File: config.mk
export PLATFORM = sky130hd
export DESIGN_NAME = nvm_wr_seq
export DESIGN_NICKNAME = d
export VERILOG_FILES = /design/src/rtl/nvm_seq_pkg.sv /design/src/rtl/nvm_arm_window.sv /design/src/rtl/nvm_prog_timer.sv /design/src/rtl/nvm_stall_gen.sv /design/src/rtl/nvm_wr_seq.sv
export SDC_FILE = /design/constraint.sdc
export NUM_CORES = 1
export LEC_CHECK = 0
export BUFFER_PORTS_ARGS = -buffer_cell sky130_fd_sc_hd__buf_2
export CAP_MARGIN = 20
export CORE_MARGIN = 1
export CORE_UTILIZATION = 45
export CTS_CLUSTER_DIAMETER = 60
export DETAILED_ROUTE_END_ITERATION = 8
export GPL_ROUTABILITY_DRIVEN = 0
export PLACE_DENSITY = 0.74
export SYNTH_ARGS = -nofsm -noshare
export SYNTH_HDL_FRONTEND = slang
export SYNTH_SLANG_ARGS = --single-unit
File: constraint.sdc
create_clock -name clk -period 3.7 [get_ports clk]
set_clock_uncertainty 0.1 [all_clocks]
set_input_delay 0.74 -clock clk [delete_from_list [all_inputs] [get_ports clk]]
set_output_delay 0.74 -clock clk [all_outputs]
set_load 0.1 [all_outputs]
File: src/rtl/nvm_seq_pkg.sv
package nvm_seq_pkg;

  typedef enum logic [1:0] {
    SEL_ADDR = 2'd0,
    SEL_DATA = 2'd1,
    SEL_CTL  = 2'd2,
    SEL_NONE = 2'd3
  } reg_sel_e;

  localparam int CTL_ARM_BIT = 0;
  localparam int CTL_GO_BIT  = 1;
  localparam int CTL_RD_BIT  = 2;

endpackage

File: src/rtl/nvm_arm_window.sv
module nvm_arm_window #(
  parameter int WIN = 4
) (
  input  logic clk,
  input  logic rst,
  input  logic arm_set,
  input  logic consume,
  output logic armed
);
  localparam int CW = $clog2(WIN + 1);

  logic [CW-1:0] cnt_q;

  always_ff @(posedge clk) begin
    if (rst) begin
      cnt_q <= '0;
    end else if (arm_set) begin
      cnt_q <= CW'(WIN);
    end else if (consume) begin
      cnt_q <= '0;
    end else if (cnt_q != '0) begin
      cnt_q <= cnt_q - CW'(1);
    end
  end

  assign armed = (cnt_q != '0);

  // the window only shrinks unless re-armed or consumed
  a_r2_window_shrinks: assert property (@(posedge clk) disable iff (rst)
    (armed && !arm_set && !consume) |=> (cnt_q == $past(cnt_q) - CW'(1)));

  // a fresh arm always opens the window on the next cycle
  a_r2_arm_opens: assert property (@(posedge clk) disable iff (rst)
    arm_set |=> armed);

endmodule

File: src/rtl/nvm_prog_timer.sv
module nvm_prog_timer #(
  parameter int TICKS = 27072
) (
  input  logic clk,
  input  logic rst,
  input  logic start,
  input  logic tick,
  output logic busy,
  output logic done
);
  localparam int CW = $clog2(TICKS + 1);

  logic [CW-1:0] cnt_q;
  logic          busy_q;
  logic          done_q;

  always_ff @(posedge clk) begin
    if (rst) begin
      cnt_q  <= '0;
      busy_q <= 1'b0;
      done_q <= 1'b0;
    end else begin
      done_q <= 1'b0;
      if (start && !busy_q) begin
        cnt_q  <= CW'(TICKS);
        busy_q <= 1'b1;
      end else if (busy_q && tick) begin
        if (cnt_q == CW'(1)) begin
          cnt_q  <= '0;
          busy_q <= 1'b0;
          done_q <= 1'b1;
        end else begin
          cnt_q <= cnt_q - CW'(1);
        end
      end
    end
  end

  assign busy = busy_q;
  assign done = done_q;

  // without a tick the count and the busy flag hold
  a_r4_hold_without_tick: assert property (@(posedge clk) disable iff (rst)
    (busy_q && !tick) |=> (busy_q && $stable(cnt_q)));

  // completion is reported only once busy has dropped
  a_r3_done_after_busy: assert property (@(posedge clk) disable iff (rst)
    done_q |-> !busy_q);

endmodule

File: src/rtl/nvm_stall_gen.sv
module nvm_stall_gen #(
  parameter int STALL_CYC = 2
) (
  input  logic clk,
  input  logic rst,
  input  logic start,
  output logic stall
);
  localparam int CW = $clog2(STALL_CYC + 1);

  logic [CW-1:0] cnt_q;

  always_ff @(posedge clk) begin
    if (rst) begin
      cnt_q <= '0;
    end else if (start) begin
      cnt_q <= CW'(STALL_CYC);
    end else if (cnt_q != '0) begin
      cnt_q <= cnt_q - CW'(1);
    end
  end

  assign stall = (cnt_q != '0);

  // a start always produces a stall in the following cycle
  a_r5_start_stalls: assert property (@(posedge clk) disable iff (rst)
    start |=> stall);

endmodule

File: src/rtl/nvm_wr_seq.sv
module nvm_wr_seq
  import nvm_seq_pkg::*;
#(
  parameter int ADDR_W     = 11,
  parameter int DATA_W     = 8,
  parameter int BUS_W      = 16,
  parameter int ARM_WIN    = 4,
  parameter int PROG_TICKS = 27072,
  parameter int STALL_CYC  = 2
) (
  input  logic              clk,
  input  logic              rst,
  input  logic              cpu_wr,
  input  logic [1:0]        cpu_sel,
  input  logic [BUS_W-1:0]  cpu_wdata,
  input  logic              flash_busy,
  input  logic              osc_tick,
  input  logic [DATA_W-1:0] mem_rdata,
  output logic [ADDR_W-1:0] mem_addr,
  output logic [DATA_W-1:0] mem_wdata,
  output logic              mem_we,
  output logic [DATA_W-1:0] data_out,
  output logic              stat_busy,
  output logic              stat_armed,
  output logic              stat_rd,
  output logic              cpu_stall,
  output logic              wr_ready
);

  logic [ADDR_W-1:0] addr_q;
  logic [DATA_W-1:0] data_q;
  logic [DATA_W-1:0] wlat_q;
  logic              rd_q;

  logic ctl_wr, addr_wr, data_wr;
  logic arm_set, go_req, start, rd_req;
  logic armed, busy, done;

  always_comb begin
    ctl_wr  = cpu_wr && (reg_sel_e'(cpu_sel) == SEL_CTL);
    addr_wr = cpu_wr && (reg_sel_e'(cpu_sel) == SEL_ADDR);
    data_wr = cpu_wr && (reg_sel_e'(cpu_sel) == SEL_DATA);
    arm_set = ctl_wr && cpu_wdata[CTL_ARM_BIT] && !cpu_wdata[CTL_GO_BIT];
    go_req  = ctl_wr && cpu_wdata[CTL_GO_BIT];
    start   = go_req && armed && !busy && !flash_busy;
    rd_req  = ctl_wr && cpu_wdata[CTL_RD_BIT] && !busy && !start;
  end

  nvm_arm_window #(.WIN(ARM_WIN)) u_arm (
    .clk     (clk),
    .rst     (rst),
    .arm_set (arm_set),
    .consume (start),
    .armed   (armed)
  );

  nvm_prog_timer #(.TICKS(PROG_TICKS)) u_timer (
    .clk   (clk),
    .rst   (rst),
    .start (start),
    .tick  (osc_tick),
    .busy  (busy),
    .done  (done)
  );

  nvm_stall_gen #(.STALL_CYC(STALL_CYC)) u_stall (
    .clk   (clk),
    .rst   (rst),
    .start (start),
    .stall (cpu_stall)
  );

  always_ff @(posedge clk) begin
    if (rst) begin
      addr_q <= '0;
      data_q <= '0;
      wlat_q <= '0;
      rd_q   <= 1'b0;
    end else begin
      if (addr_wr && !busy) begin
        addr_q <= cpu_wdata[ADDR_W-1:0];
      end
      if (rd_q) begin
        data_q <= mem_rdata;
      end else if (data_wr) begin
        data_q <= cpu_wdata[DATA_W-1:0];
      end
      if (start) begin
        wlat_q <= data_q;
      end
      rd_q <= rd_req;
    end
  end

  assign mem_addr   = addr_q;
  assign mem_wdata  = wlat_q;
  assign mem_we     = done;
  assign wr_ready   = done;
  assign data_out   = data_q;
  assign stat_busy  = busy;
  assign stat_armed = armed;
  assign stat_rd    = rd_q;

  // address register frozen for the whole write
  a_r7_addr_frozen: assert property (@(posedge clk) disable iff (rst)
    stat_busy |=> $stable(mem_addr));

  // no read may be pending while a write runs
  a_r6_no_read_busy: assert property (@(posedge clk) disable iff (rst)
    stat_busy |-> !stat_rd);

  // read-go bit clears itself after one cycle
  a_r9_rd_selfclear: assert property (@(posedge clk) disable iff (rst)
    stat_rd |=> !stat_rd);

  // flash activity blocks a start
  a_r8_flash_blocks: assert property (@(posedge clk) disable iff (rst)
    (flash_busy && !stat_busy) |=> !stat_busy);

  // completion pulse lasts a single cycle
  a_r11_ready_pulse: assert property (@(posedge clk) disable iff (rst)
    wr_ready |=> !wr_ready);

  // every end of busy comes with the ready pulse
  a_r11_ready_on_end: assert property (@(posedge clk) disable iff (rst)
    $fell(stat_busy) |-> wr_ready);

  // the CPU is held off as soon as busy appears
  a_r5_stall_on_start: assert property (@(posedge clk) disable iff (rst)
    $rose(stat_busy) |-> cpu_stall);

endmodule

# Yosys cells after proc, flatten, opt, wreduce, memory -nomap -nowiden
# Cells that the tools add are included.
[classes]
add_sub_neg = 3
eq_ne = 3
n_mux = 14
bitwise_logic = 1
n_reduce_logical = 32
[ops]
columns = ["operator", "n"]
rows = [
  ["two-way mux 15 bit", 3],
  ["two-way mux 8 bit", 2],
  ["equality test 15 x 1 -> 1 bit, second input constant", 1],
  ["logical AND 1 bit", 15],
  ["subtractor 15 x 1 -> 15 bit, second input constant", 1],
  ["nonzero test 2 bit", 5],
  ["two-way mux 3 bit", 3],
  ["nonzero test 3 bit", 2],
  ["OR reduction 3 bit", 2],
  ["zero test 1 bit", 4],
  ["two-way mux 1 bit", 4],
  ["two-way mux 2 bit", 2],
  ["OR reduction 2 bit", 2],
  ["subtractor 3 x 1 -> 3 bit, second input constant", 1],
  ["equality test 2 x 1 -> 1 bit, second input constant", 1],
  ["equality test 2 bit, second input constant", 1],
  ["zero test 2 bit", 1],
  ["AND reduction 2 bit", 1],
  ["subtractor 2 x 1 -> 2 bit, second input constant", 1],
  ["NOT 1 bit", 1],
]
[word_totals]
reg_bits = 50
out_inout_bits = 33

# Depth between registers and ports, before layout
[depth]
word_depth = 9
ltp_mapped = 9

# Modules after synthesis
# A second synthesis with hierarchy kept.
[unflattened]
hier_cells = 265
hier_area_um2 = 2438.6
[by_module_without_submodules]
columns = ["mod", "n_inst", "cells_each", "area_each_um2", "seq_area_each_um2"]
rows = [
  ["nvm_wr_seq", 1, 139, 1262.5, 560.5],
  ["nvm_prog_timer", 1, 102, 933.4, 340.3],
  ["nvm_arm_window", 1, 18, 172.7, 60.1],
  ["nvm_stall_gen", 1, 6, 70.1, 40.0],
]

# Least setup slack after synthesis
# OpenSTA, ideal clock, no wires.
[synth_timing]
kind = "reg2reg"
from = "register u_arm.cnt_q[0]"
to = "register wlat_q[2] (netlist: mem_wdata[2])"
t_arrival_ns = 2.470
required_ns = 3.472
slack_ns = 1.003
path_stages_with_launch = 10
period_less_slack_ns = 2.697
path_cell_list = "dfxtp_1 inv_1 ha_1 nand2b_1 clkbuf_1 and3_1 clkbuf_1 buf_6 mux2i_1 nor2_1"
[synth_between]
elab_chain_cells = 4
[synth_lines]
columns = ["element", "line", "source"]
rows = [
  ["start, declared", "nvm_arm_window.sv:12", "logic [CW-1:0] cnt_q;"],
  ["start signal, assigned", "nvm_arm_window.sv:18", "cnt_q <= CW'(WIN);"],
  ["start signal, assigned", "nvm_arm_window.sv:22", "cnt_q <= cnt_q - CW'(1);"],
  ["nonzero test 3 bit", "nvm_arm_window.sv:26", "assign armed = (cnt_q != '0);"],
  ["net stat_armed", "nvm_wr_seq.sv:24", "output logic stat_armed,"],
  ["logical AND 1 bit (3 in a row)", "nvm_wr_seq.sv:45", "start = go_req && armed && !busy && !flash_busy;"],
  ["end signal, assigned", "nvm_wr_seq.sv:89", "wlat_q <= data_q;"],
  ["end, declared", "nvm_wr_seq.sv:32", "logic [DATA_W-1:0] wlat_q;"],
]
# The timed path passes the listed nets, and every way through them passes these cells.
# A chain may end at the register's enable or synchronous reset.

# Worst setup path in the final report
[layout_timing]
from = "register u_arm.cnt_q[0]"
to = "output port stat_armed"
[layout_between]
elab_chain_cells = 1
[layout_lines]
columns = ["element", "line"]
rows = [
  ["nonzero test 3 bit", "nvm_arm_window.sv:26"],
  ["end, declared", "nvm_wr_seq.sv:24"],
]
# No other way between the ends.

==> impl_metrics.tcl <==
set metrics [dict create \
    status "finished, final reports clean" \
    synthCells 243 \
    critPathSlowestCell "buf_2" \
    boundaryPins 64 \
    p_per_area_nw_per_um2 463 \
    fin_tns_setup_ns 0 \
    worst-path-stages 4 \
    synth-main-ff-cell "dfxtp_1" \
    final_nets 332 \
    p_leak_nw 1.10 \
    postCtsSetupBuffers 0 \
    crit_chain "inv_1, ha_1, nand2b_1, buf_2" \
    synth_seq_area_share 0.443 \
    hold_ws_ns 0.341 \
    synth_edf_count 0 \
    rows 25 \
    worstReg2RegStart "u_timer.cnt_q[2]" \
    cts-htree-levels 2 \
    final-hold-violation-count 0 \
    fmax_mhz 405 \
    cp_max_fo 7 \
    drv_slew 0 \
    r2r-end "u_timer.busy" \
    fin_crit_sh 0.668 \
    cts_buffer_depth 2 \
    dieArea_um2 5310 \
    final_area_um2 2650 \
    num_vias 1903 \
    r2r_slack_ns 1.54 \
    antennaDiodeCount 0 \
    clock_latency_ns 0.31 \
    hp-start "u_stall.cnt_q[0]" \
    slew-limit-headroom 0.350 \
    crit_path_end_kind "primary output" \
    cts_resized 0 \
    cts_tree "yes" \
    path_delay_family "buffers and inverters" \
    drive_gt1_frac 0.295 \
    fin_crit_ns 2.47 \
    grt_pass1_vias 1745 \
    grt_max_degree 39 \
    die_w_um 72.9 \
    synth_xor_area_frac 0.0349 \
    crit_type "flip-flop to primary output" \
    drc 0 \
    cp-start-kind "flip-flop" \
    layout_common_cells "buf_2 (58), dfxtp_1 (50), nor2_1 (33), nand2_1 (28), a21oi_1 (19)" \
    cts_buffers 5 \
    clk_pin_slew_ns 0.09 \
    total_power_w 0.00123 \
    yosysWarnings 0 \
    synth_area_um2 2260 \
    yosys_register_bits 50 \
    ir_drop_mv 0.252 \
    die_y_um 72.9 \
    synthAdderAreaFrac 0.0221 \
    crit_required_ns 2.86 \
    grt_setup_unrepaired "false" \
    drtAntennaViolNets 0 \
    tightest_slew_ns 0.966 \
    syn_area_per_cell_um2 9.30 \
    wl_per_cell_um 13.5 \
    placed_cell_area_um2 2560 \
    yosys-mux-area-fraction 0.116 \
    core_area_um2 4790 \
    synth_compound_area_frac 0.0825 \
    dr.first_iter.drc_count 134 \
    numPortBuffers 58 \
    drv_cap 0 \
    grt_pass1_wl_um 7850 \
    crit_arrival_ns 1.63 \
    worstSetupEndpoint "stat_armed" \
    synthArstFlopShare 0 \
    drtPass1Iterations 4 \
    fill_cells 447 \
    synth_top_family_by_area "simple AND/OR/NAND/NOR gates" \
    via_per_inst 5.21 \
    crit_buf_inv 2 \
    cpPeakStageDelay_ns 0.48 \
    grt_use_total 0.191 \
    numClockSinks 50 \
    startpoint "u_arm.cnt_q[0]" \
    cts-hold-fix-buffers 0 \
    synth.distinct_cells 48 \
    ff2ff_path_depth 4 \
    ctsRootBufferMaster "clkbuf_8" \
    hp-class "flip-flop to flip-flop" \
    overflow 0 \
    syn_nets 278 \
    dp_hpwl_um 3400 \
    initial_core_util 0.472 \
    mostFrequentLayoutCell "buf_2" \
    setup_viol 0 \
    synthToLayoutAreaGrowth_pct 17.3 \
    synthSimpleGateAreaFrac 0.255 \
    finalWirelength_um 4930 \
    antenna_found_initial 0 \
]
[state kept, by name (all words and copies together) (netlist names)]
signal         flops
data_out           8
mem_addr          11
u_timer.busy       1
u_stall.cnt_q      2
u_timer.done       1
stat_rd            1
u_timer.cnt_q     15
u_arm.cnt_q        3
mem_wdata          8
[how the worst min path moves through the flow]
stage | endpoint | cells past startpoint | slack (ns)
finish | u_stall.cnt_q[0] | 1 | 0.34
global route | u_stall.cnt_q[0] | 1 | 0.37
CTS | u_stall.cnt_q[0] | 1 | 0.34
detailed placement | u_stall.cnt_q[0] | 1 | 0.33
global placement | u_stall.cnt_q[0] | 1 | 0.32
floorplan | u_stall.cnt_q[0] | 1 | 0.31
[power breakdown]
part           total [W]  leakage [nW]  internal (W)  switching, W
sequential      0.000587         0.405      0.000566     0.0000211
clock           0.000327        0.0408      0.000135      0.000192
combinational   0.000314         0.654     0.0000891      0.000225
total            0.00123          1.10      0.000790      0.000438
[per-layer routing]
layer  share of wire  up-vias  track usage
met1            0.45      858        0.242
met4           0.023        0       0.0893
met5               0        -            0
li1                -      954            -
met2            0.45       80        0.305
met3           0.067       11       0.0483
[cell usage after synthesis (2+ instances only)]
| cell | count | share of area |
|---|---|---|
| a21oi_1 | 19 | 0.042 |
| a31oi_1 | 4 | 0.011 |
| and4b_1 | 2 | 0.0089 |
| and4bb_2 | 2 | 0.011 |
| buf_6 | 2 | 0.010 |
| clkbuf_1 | 6 | 0.010 |
| clkbuf_8 | 2 | 0.012 |
| dfxtp_1 | 50 | 0.44 |
| ha_1 | 4 | 0.022 |
| inv_1 | 6 | 0.010 |
| mux2_2 | 9 | 0.045 |
| mux2i_1 | 16 | 0.071 |
| nand2_1 | 28 | 0.047 |
| nand2b_1 | 4 | 0.011 |
| nand3_1 | 2 | 0.0044 |
| nand3b_1 | 4 | 0.013 |
| nand4_1 | 6 | 0.017 |
| nor2_1 | 33 | 0.055 |
| nor3_1 | 2 | 0.0044 |
| nor4_1 | 4 | 0.011 |
| o21ai_0 | 2 | 0.0044 |
| o31ai_1 | 3 | 0.010 |
| xnor2_1 | 7 | 0.027 |
| xor2_1 | 2 | 0.0078 |
[final cells by class]
cell class              count  area (um2)  share of cell area
well taps                  67        83.8              0.0316
inverters                   6        22.5             0.00850
multi-input cells         175        1150               0.435
flip-flops and latches     50        1000               0.378
clock buffers               5        68.8              0.0260
clock inverters             3        23.8             0.00897
repair buffers             59         298               0.112
[logic make-up (layout without fill, tap and decap cells)]
logic type                 after synthesis  after routing
xor gates and xnor gates                 9              9
DFF                                     50             50
adders and majority gates                4              4
buffers and inverters                   18             73
muxes                                   25             25
AOI/OAI and AO/OA                       32             32
and+or+nand+nor                        105            105
[metrics by stage]
| stage | util | std cells | setup WS [ns] |
|---|---|---|---|
| 3_5_place_dp | 0.534 | 357 | 1.35 |
| 5_1_grt | 0.554 | 365 | 1.13 |
| 4_1_cts | 0.554 | 365 | 1.20 |
| 6_report | 0.554 | 365 | 1.23 |
| 3_3_place_gp | 0.534 | 357 | 1.36 |
| 2_1_floorplan | - | 243 | 1.00 |
(Power assumes the default switching activity.)
